$ cat config.mk
export PLATFORM = sky130hd
export DESIGN_NAME = rfsh_rr_sched
export DESIGN_NICKNAME = d
export VERILOG_FILES = /design/src/rtl/rfsh_pkg.sv /design/src/rtl/rfsh_period_timer.sv /design/src/rtl/rfsh_pending_ctr.sv /design/src/rtl/rfsh_bank_ptr.sv /design/src/rtl/rfsh_rr_sched.sv
export SDC_FILE = /design/constraint.sdc
export NUM_CORES = 1
export LEC_CHECK = 0
export ABC_AREA = 1
export BUFFER_PORTS_ARGS = -buffer_cell sky130_fd_sc_hd__buf_2
export CORE_ASPECT_RATIO = 2
export CORE_UTILIZATION = 45
export CTS_BUF_LIST = sky130_fd_sc_hd__clkbuf_2 sky130_fd_sc_hd__clkbuf_4 sky130_fd_sc_hd__clkbuf_8
export DETAILED_ROUTE_END_ITERATION = 6
export GPL_TIMING_DRIVEN = 0
export PLACE_DENSITY = 0.72
export SLEW_MARGIN = 30
export SYNTH_ARGS = -nofsm -noshare
export SYNTH_HDL_FRONTEND = slang
export SYNTH_HIERARCHICAL = 1
export SYNTH_SLANG_ARGS = --single-unit
$ cat constraint.sdc
create_clock -name clk_i -period 2.8 [get_ports clk_i]
set_clock_uncertainty 0.15 [all_clocks]
set_input_delay 0.56 -clock clk_i [delete_from_list [all_inputs] [get_ports clk_i]]
set_output_delay 0.56 -clock clk_i [all_outputs]
set_load 0.03 [all_outputs]
$ cat src/rtl/rfsh_pkg.sv
package rfsh_pkg;
   function automatic int unsigned cnt_width(input int unsigned max_val);
      return (max_val < 2) ? 1 : $clog2(max_val + 1);
   endfunction
endpackage

$ cat src/rtl/rfsh_period_timer.sv
module rfsh_period_timer #(
   parameter int unsigned PERIOD_W = 8
) (
   input  logic                clk_i,
   input  logic                rst_ni,
   input  logic                freeze_i,
   input  logic [PERIOD_W-1:0] period_i,
   output logic                expire_o
);
   logic [PERIOD_W-1:0] remain_q;
   logic                at_end;

   assign at_end   = (remain_q <= PERIOD_W'(1));
   assign expire_o = at_end && !freeze_i;

   always_ff @(posedge clk_i) begin
      if (!rst_ni)          remain_q <= period_i;
      else if (!freeze_i) begin
         if (at_end)        remain_q <= period_i;
         else               remain_q <= remain_q - PERIOD_W'(1);
      end
   end

   AST_TIMER_FROZEN: assert property (@(posedge clk_i) disable iff (!rst_ni)
      freeze_i |=> (remain_q == $past(remain_q)));

   AST_TIMER_NO_EXPIRE_FROZEN: assert property (@(posedge clk_i) disable iff (!rst_ni)
      freeze_i |-> !expire_o);
endmodule

$ cat src/rtl/rfsh_pending_ctr.sv
module rfsh_pending_ctr #(
   parameter int unsigned OVR_LIMIT = 10,
   parameter int unsigned PEND_W    = 4
) (
   input  logic              clk_i,
   input  logic              rst_ni,
   input  logic              inc_i,
   input  logic              dec_i,
   output logic [PEND_W-1:0] pend_o,
   output logic              overrun_o
);
   localparam logic [PEND_W-1:0] TOP_VAL = PEND_W'(OVR_LIMIT - 1);

   logic [PEND_W-1:0] pend_q;
   logic              ovr_q;
   logic              would_spill;

   assign would_spill = inc_i && !dec_i && (pend_q == TOP_VAL);

   always_ff @(posedge clk_i) begin
      if (!rst_ni) begin
         pend_q <= '0;
         ovr_q  <= 1'b0;
      end else begin
         if (would_spill)         ovr_q  <= 1'b1;
         else if (inc_i && !dec_i) pend_q <= pend_q + PEND_W'(1);
         else if (dec_i && !inc_i) pend_q <= pend_q - PEND_W'(1);
      end
   end

   assign pend_o    = pend_q;
   assign overrun_o = ovr_q;

   AST_NO_OVERFLOW: assert property (@(posedge clk_i) disable iff (!rst_ni)
      pend_q <= TOP_VAL);

   AST_OVERRUN_STICKY: assert property (@(posedge clk_i) disable iff (!rst_ni)
      ovr_q |=> ovr_q);

   AST_PEND_STEP: assert property (@(posedge clk_i) disable iff (!rst_ni)
      (inc_i && dec_i) |=> (pend_q == $past(pend_q)));

   AST_NO_DEC_AT_ZERO: assert property (@(posedge clk_i) disable iff (!rst_ni)
      (pend_q == '0) |-> !dec_i);
endmodule

$ cat src/rtl/rfsh_bank_ptr.sv
module rfsh_bank_ptr #(
   parameter int unsigned NUM_BANKS = 8,
   parameter int unsigned BANK_W    = 3
) (
   input  logic              clk_i,
   input  logic              rst_ni,
   input  logic              step_i,
   output logic [BANK_W-1:0] ptr_o
);
   localparam logic [BANK_W-1:0] LAST = BANK_W'(NUM_BANKS - 1);

   logic [BANK_W-1:0] ptr_q;
   logic [BANK_W-1:0] ptr_nxt;

   generate
      if (NUM_BANKS == (1 << BANK_W)) begin : g_pow2_wrap
         assign ptr_nxt = ptr_q + BANK_W'(1);
      end else begin : g_cmp_wrap
         assign ptr_nxt = (ptr_q == LAST) ? '0 : ptr_q + BANK_W'(1);
      end
   endgenerate

   always_ff @(posedge clk_i) begin
      if (!rst_ni)     ptr_q <= '0;
      else if (step_i) ptr_q <= ptr_nxt;
   end

   assign ptr_o = ptr_q;

   AST_PTR_IN_RANGE: assert property (@(posedge clk_i) disable iff (!rst_ni)
      ptr_q <= LAST);

   AST_PTR_MOVES: assert property (@(posedge clk_i) disable iff (!rst_ni)
      step_i |=> (ptr_q != $past(ptr_q)));

   AST_PTR_HOLDS: assert property (@(posedge clk_i) disable iff (!rst_ni)
      !step_i |=> $stable(ptr_q));
endmodule

$ cat src/rtl/rfsh_rr_sched.sv
module rfsh_rr_sched #(
   parameter int unsigned NUM_BANKS = 8,
   parameter int unsigned PERIOD_W  = 8,
   parameter int unsigned OVR_LIMIT = 10,
   localparam int unsigned BANK_W   = $clog2(NUM_BANKS),
   localparam int unsigned PEND_W   = rfsh_pkg::cnt_width(OVR_LIMIT)
) (
   input  logic                 clk_i,
   input  logic                 rst_ni,
   input  logic                 fixed_lat_i,
   input  logic [PERIOD_W-1:0]  period_i,
   input  logic                 rfsh_ack_i,
   output logic                 rfsh_req_o,
   output logic [BANK_W-1:0]    tgt_bank_o,
   output logic [NUM_BANKS-1:0] head_vec_o,
   output logic                 overrun_o
);
   initial begin
      if (NUM_BANKS < 2)  $error("NUM_BANKS must be at least 2");
      if (OVR_LIMIT < 2)  $error("OVR_LIMIT must be at least 2");
      if (PERIOD_W < 1)   $error("PERIOD_W must be at least 1");
   end

   logic              expire;
   logic              taken;
   logic [PEND_W-1:0] pend;

   rfsh_period_timer #(.PERIOD_W(PERIOD_W)) u_timer (
      .clk_i    (clk_i),
      .rst_ni   (rst_ni),
      .freeze_i (fixed_lat_i),
      .period_i (period_i),
      .expire_o (expire)
   );

   assign rfsh_req_o = (pend != '0);
   assign taken      = rfsh_req_o && rfsh_ack_i;

   rfsh_pending_ctr #(.OVR_LIMIT(OVR_LIMIT), .PEND_W(PEND_W)) u_pend (
      .clk_i     (clk_i),
      .rst_ni    (rst_ni),
      .inc_i     (expire),
      .dec_i     (taken),
      .pend_o    (pend),
      .overrun_o (overrun_o)
   );

   rfsh_bank_ptr #(.NUM_BANKS(NUM_BANKS), .BANK_W(BANK_W)) u_ptr (
      .clk_i  (clk_i),
      .rst_ni (rst_ni),
      .step_i (taken),
      .ptr_o  (tgt_bank_o)
   );

   generate
      for (genvar b = 0; b < NUM_BANKS; b++) begin : g_head
         assign head_vec_o[b] = rfsh_req_o && (tgt_bank_o == BANK_W'(b));
      end
   endgenerate

   AST_HEAD_ONEHOT: assert property (@(posedge clk_i) disable iff (!rst_ni)
      $onehot0(head_vec_o) && (rfsh_req_o == (head_vec_o != '0)));

   AST_REQ_AFTER_EXPIRE: assert property (@(posedge clk_i) disable iff (!rst_ni)
      (expire && !rfsh_ack_i) |=> rfsh_req_o);
endmodule

==> flow_summary.ini, run 1 <==
[synthesis]
syn_nets = 201
yosysUniqueCellTypes = 24
synth-seq-cells = 16
syn_area_per_cell_um2 = 6.83
syn_inst = 183
synthesis.area_mm2 = 0.00125
yosys_warnings = 6
seq_area_frac_synth = 0.320

[critical_path]
r2r_setup_slack_ns = 0.20
cp.required_ns = 2.80
slowest_stage = edfxtp_1
cpMostUsedCell = nor2_1
ff2ff_path_depth = 13
crit_buf_inv = 1
path_cells = inv_1 -> ha_1 -> nor2_1 -> nor2_2 -> nand2_4 -> nor2_1 -> nand2_2 -> ha_1 -> or2_1 -> nand2_1 -> nor2_1 -> nor2_1 -> nor2_1
slowest_delay_ns = 0.42
cp-end-kind = register
crit_path_start_kind = register
crit_path_max_fanout = 6
critPathArrivalTime_ns = 2.60
r2r_end = u_pend/pend_o[3]$_SDFFE_PN0P_
critPathTopFamily = simple AND/OR/NAND/NOR gates
r2r_start = u_timer/remain_q[0]$_DFFE_PP_
crit_path_start = u_timer/remain_q[0]$_DFFE_PP_
path_class = register to register

[cts]
cts.htree.levels = 1
clockBufferDepth = 2
postCtsSetupBuffers = 0
clk_latency_ns = 0.25
ctsResizeCount = 0
cts_tree = yes
numClockSinks = 16
root_buffer = clkbuf_8
cts_hold_buf = 0
cts.clk_slew.worst_paths_ns = 0.07
cts_made_buffers = 3

[grt]
grt_max_degree = 12
grt_pass1_wl_um = 4340
grt_util_all_layers = 0.194
antenna_found_initial = 0
grt-ovfl-total = 0
grt_pass1_vias = 1080

[flow_run]
max_cap_violations = 0

[die]
row_count = 26
num_io_pins = 25
initial_core_util = 0.480
die_height_um = 76.5
die_w_um = 39.3
coreArea_mm2 = 0.00260
die_area_mm2 = 0.00301

[cells_and_area]
drive_gt1_frac = 0.256
final_cells = 239
final_common_cell = nand2_1
antenna_cells = 0
final_cell_mix = 48 x nand2_1, 38 x nor2_1, 24 x buf_2
area_growth_pct = 16.8
fin_nets = 230

[timing]
drv_slew = 0
rsz0062_at_grt = no
hold_viol = 0
timing.fmax_ghz = 0.385
finalSetupViolations = 0
min_period_over_period = 0.928
min_period_ns = 2.60
worst_pin_slew_ns = 0.352
maxSlewHeadroom = 0.765
tns_ns = 0

[hold_path]
hp-class = register to register
hp-start = u_pend/overrun_o$_SDFFE_PN0P_
hold_end = u_pend/overrun_o$_SDFFE_PN0P_
hold_depth = 1

[routing]
dr.first_iter.drc_count = 29
dr.pass1.iters = 4
routedWlPerCell_um = 10.8
drtAntennaViolNets = 0
wirelength_um = 2570
via_per_inst = 4.88
drcViolationCount = 0
route.vias.total = 1167

[power]
peakVddDrop_uv = 783
power.total_mw = 1.38
p_leak_nw = 0.766
power_density_mw_per_mm2 = 947

[place]
finalWeightedCongestion = 0.720
hpwl_um = 2040
dp_cells = 235
port_buffers = 24

[outcome]
status = finished clean
-- Yosys cell counts (all sizes together) --
library cell,count,share of area
or2,2,0.012
ha,5,0.050
fa,1,0.016
o21a,1,0.0060
nand4,1,0.0050
nand3,16,0.064
xnor2,1,0.0070
edfxtp,8,0.19
dfxtp,8,0.13
a21oi,2,0.011
nor2,48,0.18
clkinv,1,0.0030
o21ai,4,0.016
inv,27,0.081
nand2,58,0.23
-- worst register-to-register path, stage by stage (launching register included) --
cell and delay, ns:
edfxtp_1 0.42, inv_1 0.17, ha_1 0.26, nor2_1 0.08, nor2_2 0.15, nand2_4 0.09, nor2_1 0.21, nand2_2 0.15
ha_1 0.33, or2_1 0.21, nand2_1 0.09, nor2_1 0.05, nor2_1 0.09, nor2_1 0.04
-- cells by family after synthesis --
logic type                 synth area share
AOI/OAI and AO/OA                    0.0330
adders and majority gates            0.0661
and+or+nand+nor                       0.489
buffers and inverters                0.0841
DFF                                   0.320
xor gates and xnor gates            0.00701
-- worst max-delay path by stage --
stage / endpoint / cells past startpoint
after global placement: u_pend/pend_o[3]$_SDFFE_PN0P_ / 13
after floorplan: u_pend/pend_o[3]$_SDFFE_PN0P_ / 13
after global routing: u_pend/pend_o[3]$_SDFFE_PN0P_ / 14
after detailed placement: u_pend/pend_o[3]$_SDFFE_PN0P_ / 13
final: u_pend/pend_o[3]$_SDFFE_PN0P_ / 13
after CTS: u_pend/pend_o[3]$_SDFFE_PN0P_ / 13
-- state kept, by name, summed over array words and instances (netlist names) --
name and flops:
u_ptr/ptr_o 3, u_timer/remain_q 8, u_pend/pend_o 4, u_pend/overrun_o 1
-- routing by layer --
layer	wire [um]	global-route usage	up-vias
met3	35	0.00875	4
met4	29	0.0759	0
met1	1010	0.198	531
met2	1490	0.367	14
met5	0	0	-
li1	-	-	618
-- report_power, final --
| part | total (mW) | switching, mW | leakage [nW] | internal [mW] |
|---|---|---|---|---|
| combinational | 0.768 | 0.497 | 0.591 | 0.271 |
| clock | 0.206 | 0.0816 | 0.0288 | 0.125 |
| sequential | 0.408 | 0.0997 | 0.147 | 0.308 |
-- stage by stage --
step / instance area (um^2) / hold slack [ns] / worst slack (ns) / utilization
after floorplan: 1250 / 0.384 / 0.478 / -
final: 1460 / 0.358 / 0.202 / 0.561
after global routing: 1460 / 0.387 / 0.00966 / 0.561
after global placement: 1410 / 0.305 / 0.242 / 0.540
after detailed placement: 1410 / 0.343 / 0.211 / 0.540
after CTS: 1460 / 0.359 / 0.189 / 0.561
-- cell type report --
cell class | count | area, um^2
fill | 263 | 1140
multi-input combinational | 139 | 744
sequential | 16 | 400
timing repair buffer | 24 | 120
inverter | 28 | 105
clock buffer | 4 | 55.1
tap | 28 | 35.0
No activity file was read; power rests on OpenSTA's default activity.
==> run 2: changes to the inputs <==
- ABC_AREA: 1 -> unset
- CORE_ASPECT_RATIO: 2 -> unset
- CORE_UTILIZATION: 45 -> 43
- CTS_BUF_LIST: sky130_fd_sc_hd__clkbuf_2 sky130_fd_sc_hd__clkbuf_4 sky130_fd_sc_hd__clkbuf_8 -> unset
- PLACE_DENSITY: 0.72 -> 0.71
==> run 2 against run 1 <==
The run now ends with setup timing left. Die area decreased by 11%. Worst hold slack worse by 0.037 ns. Critical path depth is 4 lower.
==> flow_summary.ini, run 2 <==
[die]
die_area_mm2 = 0.00269
initial_core_util = 0.469
coreArea_mm2 = 0.00228
row_count = 17
die_height_um = 51.9
die_w_um = 51.9
num_io_pins = 25

[critical_path]
cpMostUsedCell = or4_4
critPathArrivalTime_ns = 2.95
ff2ff_path_depth = 9
path_class = register to register
crit_path_start_kind = register
r2r_setup_slack_ns = -0.12
cp.required_ns = 2.84
path_cells = or4_4 -> or4_4 -> nor2_4 -> nand2b_4 -> ha_4 -> nand3_2 -> a211o_1 -> o21a_1 -> mux2i_1
r2r_end = u_pend/pend_o[3]$_SDFFE_PN0P_
cp-end-kind = register
r2r_start = u_timer/remain_q[6]$_DFFE_PP_
slowest_stage = or4_4
crit_path_max_fanout = 7
slowest_delay_ns = 0.55

[cts]
clockBufferDepth = 2
root_buffer = clkbuf_4
cts.clk_slew.worst_paths_ns = 0.10
cts.htree.levels = 1
numClockSinks = 16
cts_made_buffers = 3
cts_hold_buf = 0
clk_latency_ns = 0.28
cts_tree = yes

[power]
peakVddDrop_uv = 527
p_leak_nw = 0.592
power_density_mw_per_mm2 = 735
p_sw_frac = 0.441
p_comb_frac = 0.476
p_int_uw = 553
p_seq_frac = 0.394
switchingPower_uw = 437
clockPowerShare = 0.130

[timing]
hold_slack_ns = 0.320
min_period_over_period = 1.04
setup_ws_ns = -0.116
finalSetupViolations = 2
min_period_ns = 2.92
timing.fmax_ghz = 0.343
maxSlewHeadroom = 0.680
drv_slew = 0
rsz0062_at_grt = yes
worst_pin_slew_ns = 0.479
hold_viol = 0

[cells_and_area]
final_common_cell = buf_2
drive_gt1_frac = 0.361
area_growth_pct = 26.0
antenna_cells = 0
top_register = u_timer/remain_q
fin_nets = 163
final_cell_mix = 24 x buf_2, 16 x nand2_1, 9 x buf_4
post-route-util = 0.592
largest_reg_flops = 8

[place]
port_buffers = 24
finalWeightedCongestion = 0.802
pre_cts_slack_ns = -0.146
hpwl_um = 1510

[grt]
grt_max_degree = 15
antenna_found_initial = 0
grt_pass1_vias = 794
grt-ovfl-total = 0
grt_util_all_layers = 0.186
grt_pass1_wl_um = 3720

[synthesis]
synth_compound_area_frac = 0.162
syn_area_per_cell_um2 = 9.99
synth_top_area_cell = edfxtp_1
synth_top_area_frac = 0.225
synthMuxAreaShare = 0.0281
synth-xor-area-share = 0.0656
synthesis.area_mm2 = 0.00107
synth-async-reset-ratio = 0
synth-simple-area-share = 0.272
syn_inst = 107
ys_dominant_reg_cell = edfxtp_1
seq_area_frac_synth = 0.375
synth.most_common_cell = nand2_1
synth-seq-cells = 16
synthAdderAreaFrac = 0.0773
synth_top_cells_by_count = 16 x nand2_1, 8 x dfxtp_1, 8 x edfxtp_1
synth_top_family_by_area = simple AND/OR/NAND/NOR gates
synth_edf_count = 8
synthTopCellsByArea = edfxtp_1 22%, dfxtp_1 15%, ha_1 5.9%
yosys_warnings = 6
yosysUniqueCellTypes = 33
syn_nets = 125

[hold_path]
hp-start = u_pend/overrun_o$_SDFFE_PN0P_
hold_end = u_pend/overrun_o$_SDFFE_PN0P_
hold_depth = 1
hp-class = register to register

[routing]
drcViolationCount = 0
wirelength_um = 2220
dr.pass1.iters = 4
via_per_inst = 5.23
routedWlPerCell_um = 12.9
drtAntennaViolNets = 0
route.vias.total = 900
dr.first_iter.drc_count = 6

[outcome]
status = complete, but fails checks
violations = setup timing

[flow_run]
max_cap_violations = 0
run 2: cell families (layout without fill, tap and decap cells):
family                     count (synthesis)  count (layout)
buffers and inverters                      4              41
adders and majority gates                  6               6
muxes                                      3               3
DFF                                       16              16
xor gates and xnor gates                   8               8
and+or+nand+nor                           50              50
AOI/OAI and AO/OA                         20              20
run 2: worst max-delay path, delay by kind of cell (launching register included):
kind,cells,cell delay (ns)
simple gates,5,1.42
mux,1,0.12
compound gates,2,0.41
fa+ha+maj,1,0.30
flops,1,0.43
run 2: per-layer routing:
layer	up-vias	wire length [um]	track usage
met4	0	0	0.0450
met5	-	0	0
met2	34	1050	0.291
li1	457	-	-
met1	409	1030	0.256
met3	0	140	0.0468
run 2: worst max-delay path by stage:
| stage | start | to | slack [ns] |
|---|---|---|---|
| 6_report | u_timer/remain_q[6]$_DFFE_PP_ | u_pend/pend_o[3]$_SDFFE_PN0P_ | -0.12 |
| 4_1_cts | u_timer/remain_q[6]$_DFFE_PP_ | u_pend/pend_o[3]$_SDFFE_PN0P_ | -0.11 |
| 2_1_floorplan | u_timer/remain_q[5]$_DFFE_PP_ | u_pend/pend_o[3]$_SDFFE_PN0P_ | 0.002 |
| 3_5_place_dp | u_timer/remain_q[6]$_DFFE_PP_ | u_pend/pend_o[3]$_SDFFE_PN0P_ | -0.15 |
| 5_1_grt | u_timer/remain_q[4]$_DFFE_PP_ | u_pend/pend_o[3]$_SDFFE_PN0P_ | -0.18 |
| 3_3_place_gp | u_timer/remain_q[6]$_DFFE_PP_ | u_pend/pend_o[3]$_SDFFE_PN0P_ | -0.09 |
run 2: power by group through the flow:
stage	clock network (mW)	logic (mW)	registers, mW
3_5_place_dp	0	0.431	0.396
6_report	0.129	0.471	0.390
3_3_place_gp	0	0.420	0.391
4_1_cts	0.132	0.464	0.390
5_1_grt	0.140	0.515	0.402
2_1_floorplan	0	0.320	0.399
run 2: final cells by class:
class | instances | area (um^2)
Buffer | 1 | 11.3
Fill cell | 199 | 930
Clock inverter | 1 | 3.75
Clock buffer | 3 | 22.5
Tap cell | 28 | 35.0
Multi-Input combinational cell | 87 | 674
Timing Repair Buffer | 33 | 188
Inverter | 3 | 11.3
Sequential cell | 16 | 400
run 2: per-stage QoR:
step	power (mW)	TNS (ns)	cells	instance area [um^2]
final	0.990	-0.208	172	1350
after global placement	0.811	-0.0885	159	1240
after detailed placement	0.827	-0.146	159	1240
after global routing	1.06	-0.423	172	1350
after floorplan	0.719	0	107	1090
after CTS	0.986	-0.110	166	1300
run 2: repair_timing:
| item | in CTS | in global routing |
|---|---|---|
| gates resized for setup | 2 | 0 |
| gates cloned | 0 | 0 |
| setup buffers | 3 | 6 |
| pin swaps | 1 | 3 |
| endpoints found under the setup margin | 1 | 3 |
